$ cat src/rtl/mcpwm_pkg.sv
package mcpwm_pkg;

  typedef enum logic [1:0] {
    MD_FREE = 2'b00,
    MD_ONCE = 2'b01,
    MD_UPDN = 2'b10,
    MD_DUAL = 2'b11
  } tb_mode_e;

  localparam logic [1:0] ADR_CTRL = 2'd0;
  localparam logic [1:0] ADR_PER  = 2'd1;
  localparam logic [1:0] ADR_CNT  = 2'd2;
  localparam logic [1:0] ADR_DUTY = 2'd3;

endpackage

$ cat src/rtl/mcpwm_prescale.sv
module mcpwm_prescale #(
  parameter int SEL_W     = 2,
  parameter int STEP_LOG2 = 2
) (
  input  logic             clk,
  input  logic             rst_n,
  input  logic             adv,
  input  logic             clr,
  input  logic [SEL_W-1:0] sel,
  output logic             tick
);
  localparam int DIV_W = STEP_LOG2 * ((1 << SEL_W) - 1);

  logic [DIV_W-1:0] cnt_q, cnt_d, last;

  always_comb begin
    last = ~({DIV_W{1'b1}} << (STEP_LOG2 * sel));
    tick = adv && (cnt_q == last);
    cnt_d = cnt_q;
    if (clr)       cnt_d = '0;
    else if (adv)  cnt_d = tick ? '0 : cnt_q + 1'b1;
  end

  always_ff @(posedge clk or negedge rst_n) begin
    if (!rst_n) cnt_q <= '0;
    else        cnt_q <= cnt_d;
  end

  // with no enabled clock and no clear, the divider phase holds
  a_r2_phase_hold: assert property (@(posedge clk) disable iff (!rst_n)
    !adv && !clr |=> $stable(cnt_q));

endmodule

$ cat src/rtl/mcpwm_postscale.sv
module mcpwm_postscale #(
  parameter int PS_W = 4
) (
  input  logic            clk,
  input  logic            rst_n,
  input  logic            evt,
  input  logic            clr,
  input  logic [PS_W-1:0] ratio,
  output logic            fire
);
  logic [PS_W-1:0] cnt_q, cnt_d;

  always_comb begin
    fire  = evt && (cnt_q == ratio);
    cnt_d = cnt_q;
    if (clr)      cnt_d = '0;
    else if (evt) cnt_d = fire ? '0 : cnt_q + 1'b1;
  end

  always_ff @(posedge clk or negedge rst_n) begin
    if (!rst_n) cnt_q <= '0;
    else        cnt_q <= cnt_d;
  end

  // ratio only changes with a control write, which clears the count
  a_r6_count_bound: assert property (@(posedge clk) disable iff (!rst_n)
    cnt_q <= ratio);

endmodule

$ cat src/rtl/mcpwm_counter.sv
module mcpwm_counter #(
  parameter int CNT_W = 15
) (
  input  logic             clk,
  input  logic             rst_n,
  input  logic             tick,
  input  logic             updn,
  input  logic             run,
  input  logic             cnt_wr,
  input  logic             per_wr,
  input  logic             duty_wr,
  input  logic [CNT_W-1:0] wr_val,
  output logic [CNT_W-1:0] cnt,
  output logic [CNT_W-1:0] per_act,
  output logic [CNT_W-1:0] duty_act,
  output logic             match_evt,
  output logic             zero_evt
);
  logic [CNT_W-1:0] cnt_q, cnt_d, per_q, per_d, duty_q, duty_d;
  logic [CNT_W-1:0] pbuf_q, pbuf_d, dbuf_q, dbuf_d;
  logic             up_q, up_d, at_top, load_evt;

  always_comb begin
    at_top    = cnt_q >= per_q;
    match_evt = 1'b0;
    zero_evt  = 1'b0;
    cnt_d     = cnt_q;
    up_d      = up_q;
    if (tick) begin
      if (!updn) begin
        if (at_top) begin
          cnt_d     = '0;
          match_evt = 1'b1;
        end else begin
          cnt_d = cnt_q + 1'b1;
        end
      end else if (cnt_q == '0) begin
        zero_evt = 1'b1;
        up_d     = 1'b1;
        cnt_d    = (per_q == '0) ? '0 : CNT_W'(1);
      end else if (up_q && at_top) begin
        match_evt = 1'b1;
        up_d      = 1'b0;
        cnt_d     = cnt_q - 1'b1;
      end else if (up_q) begin
        cnt_d = cnt_q + 1'b1;
      end else begin
        cnt_d = cnt_q - 1'b1;
      end
    end
    if (cnt_wr) begin
      cnt_d = wr_val;
      up_d  = 1'b1;
    end
    load_evt = !run || (updn ? zero_evt : match_evt);
    pbuf_d   = per_wr  ? wr_val : pbuf_q;
    dbuf_d   = duty_wr ? wr_val : dbuf_q;
    per_d    = load_evt ? pbuf_q : per_q;
    duty_d   = load_evt ? dbuf_q : duty_q;
  end

  always_ff @(posedge clk or negedge rst_n) begin
    if (!rst_n) begin
      cnt_q  <= '0;
      up_q   <= 1'b1;
      per_q  <= '0;
      duty_q <= '0;
      pbuf_q <= '0;
      dbuf_q <= '0;
    end else begin
      cnt_q  <= cnt_d;
      up_q   <= up_d;
      per_q  <= per_d;
      duty_q <= duty_d;
      pbuf_q <= pbuf_d;
      dbuf_q <= dbuf_d;
    end
  end

  assign cnt      = cnt_q;
  assign per_act  = per_q;
  assign duty_act = duty_q;

  // a tick at or past the period in a wrapping mode lands on zero
  a_r3_wrap: assert property (@(posedge clk) disable iff (!rst_n)
    tick && !updn && (cnt_q >= per_q) && !cnt_wr |=> cnt_q == '0);

  // the bottom of the triangle turns straight back up
  a_r5_turn_up: assert property (@(posedge clk) disable iff (!rst_n)
    tick && updn && (cnt_q == '0) && !cnt_wr |=> cnt_q <= CNT_W'(1));

  // the active period moves only at a load instant
  a_r9_period_load: assert property (@(posedge clk) disable iff (!rst_n)
    !$stable(per_q) |-> $past(load_evt));

  // the active duty moves only at a load instant
  a_r10_duty_load: assert property (@(posedge clk) disable iff (!rst_n)
    !$stable(duty_q) |-> $past(load_evt));

endmodule

$ cat src/rtl/mc_pwm_timebase.sv
module mc_pwm_timebase
  import mcpwm_pkg::*;
#(
  parameter int CNT_W = 15,
  parameter int SEL_W = 2,
  parameter int PS_W  = 4
) (
  input  logic             clk,
  input  logic             rst_n,
  input  logic             clk_en,
  input  logic             wr_en,
  input  logic [1:0]       wr_addr,
  input  logic [CNT_W-1:0] wr_data,
  output logic             pwm_out,
  output logic             irq,
  output logic [CNT_W-1:0] count,
  output logic             running
);
  localparam int SEL_LO  = 3;
  localparam int POST_LO = SEL_LO + SEL_W;

  tb_mode_e         mode_q, mode_d;
  logic             run_q, run_d, irq_q, irq_d;
  logic [SEL_W-1:0] sel_q, sel_d;
  logic [PS_W-1:0]  post_q, post_d;
  logic             wr_ctrl, wr_per, wr_cnt, wr_duty, pre_clr;
  logic             tick, match_evt, zero_evt, post_fire, dual;
  logic [CNT_W-1:0] cnt, per_act, duty_act;

  assign wr_ctrl = wr_en && (wr_addr == ADR_CTRL);
  assign wr_per  = wr_en && (wr_addr == ADR_PER);
  assign wr_cnt  = wr_en && (wr_addr == ADR_CNT);
  assign wr_duty = wr_en && (wr_addr == ADR_DUTY);
  assign pre_clr = wr_ctrl || wr_cnt;
  assign dual    = (mode_q == MD_DUAL);

  mcpwm_prescale #(.SEL_W(SEL_W), .STEP_LOG2(2)) u_pre (
    .clk(clk), .rst_n(rst_n), .adv(clk_en && run_q), .clr(pre_clr),
    .sel(sel_q), .tick(tick));

  mcpwm_counter #(.CNT_W(CNT_W)) u_cnt (
    .clk(clk), .rst_n(rst_n), .tick(tick), .updn(mode_q[1]), .run(run_q),
    .cnt_wr(wr_cnt), .per_wr(wr_per), .duty_wr(wr_duty), .wr_val(wr_data),
    .cnt(cnt), .per_act(per_act), .duty_act(duty_act),
    .match_evt(match_evt), .zero_evt(zero_evt));

  mcpwm_postscale #(.PS_W(PS_W)) u_post (
    .clk(clk), .rst_n(rst_n), .evt(match_evt && !dual), .clr(pre_clr),
    .ratio(post_q), .fire(post_fire));

  always_comb begin
    mode_d = mode_q;
    sel_d  = sel_q;
    post_d = post_q;
    run_d  = run_q;
    if (wr_ctrl) begin
      run_d  = wr_data[0];
      mode_d = tb_mode_e'(wr_data[2:1]);
      sel_d  = wr_data[SEL_LO +: SEL_W];
      post_d = wr_data[POST_LO +: PS_W];
    end else if (mode_q == MD_ONCE && match_evt) begin
      run_d = 1'b0;
    end
    irq_d = dual ? (match_evt || zero_evt) : post_fire;
  end

  always_ff @(posedge clk or negedge rst_n) begin
    if (!rst_n) begin
      mode_q <= MD_FREE;
      sel_q  <= '0;
      post_q <= '0;
      run_q  <= 1'b0;
      irq_q  <= 1'b0;
    end else begin
      mode_q <= mode_d;
      sel_q  <= sel_d;
      post_q <= post_d;
      run_q  <= run_d;
      irq_q  <= irq_d;
    end
  end

  assign pwm_out = run_q && (cnt < duty_act);
  assign irq     = irq_q;
  assign count   = cnt;
  assign running = run_q;

  // a single-shot wrap stops the time base
  a_r4_once_stops: assert property (@(posedge clk) disable iff (!rst_n)
    (mode_q == MD_ONCE) && match_evt && !wr_ctrl |=> !run_q);

  // every interrupt pulse follows a prescaler tick
  a_r6_irq_after_tick: assert property (@(posedge clk) disable iff (!rst_n)
    irq |-> $past(tick));

  // dual mode interrupts at the bottom of the triangle
  a_r7_dual_bottom: assert property (@(posedge clk) disable iff (!rst_n)
    dual && zero_evt |=> irq);

  // a zero duty never lets the output go active
  a_r11_zero_duty: assert property (@(posedge clk) disable iff (!rst_n)
    (duty_act == '0) |-> !pwm_out);

endmodule

$ cat config.mk
export PLATFORM = sky130hd
export DESIGN_NAME = mc_pwm_timebase
export DESIGN_NICKNAME = d
export VERILOG_FILES = /design/src/rtl/mcpwm_pkg.sv /design/src/rtl/mcpwm_prescale.sv /design/src/rtl/mcpwm_postscale.sv /design/src/rtl/mcpwm_counter.sv /design/src/rtl/mc_pwm_timebase.sv
export SDC_FILE = /design/constraint.sdc
export NUM_CORES = 1
export LEC_CHECK = 0
export ABC_AREA = 1
export BUFFER_PORTS_ARGS = -buffer_cell sky130_fd_sc_hd__buf_2
export CELL_PAD_IN_SITES_DETAIL_PLACEMENT = 1
export CELL_PAD_IN_SITES_GLOBAL_PLACEMENT = 1
export CORE_ASPECT_RATIO = 1.1
export CORE_UTILIZATION = 40
export CTS_CLUSTER_DIAMETER = 200
export CTS_CLUSTER_SIZE = 16
export DETAILED_ROUTE_END_ITERATION = 10
export HOLD_SLACK_MARGIN = 0.02
export PLACE_DENSITY_LB_ADDON = 0.1
export SYNTH_ARGS = -nofsm -noshare
export SYNTH_HDL_FRONTEND = slang
export SYNTH_SLANG_ARGS = --single-unit
$ cat constraint.sdc
create_clock -name clk -period 5.7 [get_ports clk]
set_input_delay 0.285 -clock clk [delete_from_list [all_inputs] [get_ports clk]]
set_output_delay 0.285 -clock clk [all_outputs]
set_load 0.02 [all_outputs]
==> flow_metrics.env <==
export IMPL_hold_class="in -> reg"
export IMPL_cts_sinks=96
export IMPL_die_width_um=117
export IMPL_grt_overflow=0
export IMPL_cts_buffers_inserted=9
export IMPL_gp_congestion=0.867
export IMPL_drc_errors=0
export IMPL_syn_nets=806
export IMPL_start_util=0.407
export IMPL_ys_flop_type="dfrtp_1"
export IMPL_synthTopCellsByCount="nand2_1, inv_1, dfrtp_1, o21ai_0, nand3_1"
export IMPL_vias_per_cell=5.14
export IMPL_drtIter0Drc=182
export IMPL_coreArea_um2=14400
export IMPL_hold_start="wr_data[2]"
export IMPL_n_antenna_cell=0
export IMPL_period_minus_slack_ns=2.95
export IMPL_rsz0062_at_grt="no"
export IMPL_io_pins=39
export IMPL_clk_latency_ns=0.35
export IMPL_layout_cells_non_filler=976
export IMPL_ys_types=39
export IMPL_drive_gt1_frac=0.134
export IMPL_holdBufCountCts=1
export IMPL_clk_pin_slew_worst_paths_ns=0.08
export IMPL_ys_top_cells_by_area="dfrtp_1, nand2_1, inv_1"
export IMPL_syn2layout_area_growth_pct=9.55
export IMPL_grt_usage=0.240
export IMPL_endpoint_kind="flop"
export IMPL_core_rowCount=46
export IMPL_crit_fanout=13
export IMPL_power_density_nw_per_um2=472
export IMPL_cts_tree="done"
export IMPL_wl_um=16800
export IMPL_synth_avg_cell_area_um2=7.79
export IMPL_synth_seq_cells=96
export IMPL_ir_drop_mv=0.179
export IMPL_cp_arrival_ns=3.19
export IMPL_synth_top_area_frac=0.406
export IMPL_slew_headroom=0.178
export IMPL_status="complete, no violations"
export IMPL_fp_dieH_um=129
export IMPL_synth_async_sr_flop_share=1.00
export IMPL_yosysMostFrequentCell="nand2_1"
export IMPL_post_cts_buffers=0
export IMPL_dp_cells=959
export IMPL_finalSetupViolations=0
export IMPL_grt_pass1_vias=5299
export IMPL_grt_pass1_wl_um=28100
export IMPL_fin_ws_ns=2.75
export IMPL_root_buffer="clkbuf_16"
export IMPL_num_vias=5012
export IMPL_grt_start_max_net_pins=64
export IMPL_htreeDepth=3
export IMPL_synth_edf_count=0
export IMPL_syn_area_um2=5860
export IMPL_synthCells=752
export IMPL_maxCapViolations=0
export IMPL_reg2reg_from="u_cnt.cnt[6]$_DFFE_PN0P_"
export IMPL_hold_ws_ns=0.184
export IMPL_ys_warn_count=0
export IMPL_fin_nets=833
export IMPL_worstPathRequired_ns=5.94
export IMPL_critPathKind="reg -> reg"
export IMPL_cts_resized=0
export IMPL_fin_tns_setup_ns=0
export IMPL_yosysTopAreaCell="dfrtp_1"
export IMPL_crit_path_start_kind="flop"
export IMPL_finClkSkew_ns=0.0111
export IMPL_antenna_found_initial=0
export IMPL_critPathLaunch="u_cnt.cnt[6]$_DFFE_PN0P_"
export IMPL_drv_slew=0
export IMPL_hold_viol=0
export IMPL_clock_fmax_mhz=339
export IMPL_p_leak_nw=3.31
export IMPL_first_pass_iters=4
export IMPL_clockBufferDepth=2
export IMPL_pre_cts_slack_ns=2.77
export IMPL_io_buffers=38
export IMPL_nFillCells=1805
export IMPL_wl_per_cell_um=17.3
export IMPL_dp_hpwl_um=12700
export IMPL_antenna_left=0
export IMPL_dieArea_um2=15100
export IMPL_finalCritPeriodShare=0.518
export IMPL_worstMarginPinSlew_ns=1.23
export IMPL_ys_seq_area_frac=0.410
## registers in the layout (all words and copies together), names as in the netlist
register and count:
irq 1, mode_q 2, u_pre.cnt_q 6, u_cnt.pbuf_q 15, u_post.cnt_q 4, u_cnt.per_act 15, u_cnt.cnt 15, u_cnt.up_q 1
u_cnt.dbuf_q 15, u_cnt.duty_act 15, running 1, sel_q 2, post_q 4
## cells by family (layout without fill, tap and decap cells)
group | count (synthesis) | after routing | share of synthesized area
simple gates | 329 | 329 | 0.251
buf+inv | 143 | 175 | 0.105
compound gates | 124 | 124 | 0.124
flops | 96 | 96 | 0.410
fa+ha+maj | 33 | 33 | 0.0705
xor+xnor | 27 | 27 | 0.0404
## layout by cell type, fill, tap and decap left out, types with 8 or more instances in the layout
cell type,count
nand2_1,182
inv_1,115
dfrtp_1,95
o21ai_0,63
nand3_1,44
nor2_1,43
buf_2,37
ha_1,33
a21oi_1,26
nand4_1,22
xor2_1,22
o21ai_2,20
nand2_2,13
clkbuf_16,9
o22ai_1,8
## through the flow
stage	total power, W	cell area, um2	util
4_1_cts	0.00307	6420	0.446
5_1_grt	0.00331	6420	0.446
2_1_floorplan	0.00205	5860	-
6_report	0.00303	6420	0.446
3_5_place_dp	0.00247	6130	0.426
3_3_place_gp	0.00241	6130	0.426
## report_power, final
group          internal, W  switching (W)
clock network     0.000301       0.000280
registers         0.000844       0.000258
logic             0.000464       0.000883
total              0.00161        0.00142
## routing by layer
layer / share of wire / vias up / track usage
met4: 0.022 / 0 / 0.0970
met1: 0.45 / 2444 / 0.299
met3: 0.022 / 18 / 0.0279
met2: 0.50 / 77 / 0.424
li1: - / 2473 / -
met5: 0 / - / 0
## area by class of cell
| class | instances | area, um2 | area share |
|---|---|---|---|
| Inverter | 119 | 447 | 0.0696 |
| Clock buffer | 11 | 233 | 0.0363 |
| Tap cell | 192 | 240 | 0.0374 |
| Multi-Input combinational cell | 513 | 2840 | 0.443 |
| Clock inverter | 5 | 42.5 | 0.00663 |
| Sequential cell | 96 | 2400 | 0.374 |
| Timing Repair Buffer | 40 | 210 | 0.0327 |
## path summary, 6_finish.rpt
check / to / slack [ns] / cells past startpoint
worst max register to register: u_cnt.cnt[9]$_DFFE_PN0P_ / 2.75 / 13
worst min-delay path: mode_q[1]$_DFFE_PN0P_ / 0.18 / 3
worst min register to register: u_cnt.duty_act[0]$_DFFE_PN0P_ / 0.48 / 2
max in group asynchronous: sel_q[1]$_DFFE_PN0P_ / 4.06 / 3
min in group asynchronous: u_cnt.duty_act[9]$_DFFE_PN0P_ / 0.44 / 2
worst max-delay path: u_cnt.cnt[9]$_DFFE_PN0P_ / 2.75 / 13
## worst max-delay path: stages (launching register included)
cell     delay, ns
dfrtp_1       0.64
ha_1          0.33
nand2_1       0.09
inv_1         0.04
a21oi_1       0.17
nand2_1       0.08
nand2_1       0.08
nand4_1       0.47
nand2_1       0.51
inv_1         0.17
nand2_1       0.10
nand2_1       0.06
nand2_1       0.06
nand2_1       0.04
No activity file was read; power rests on OpenSTA's default activity.
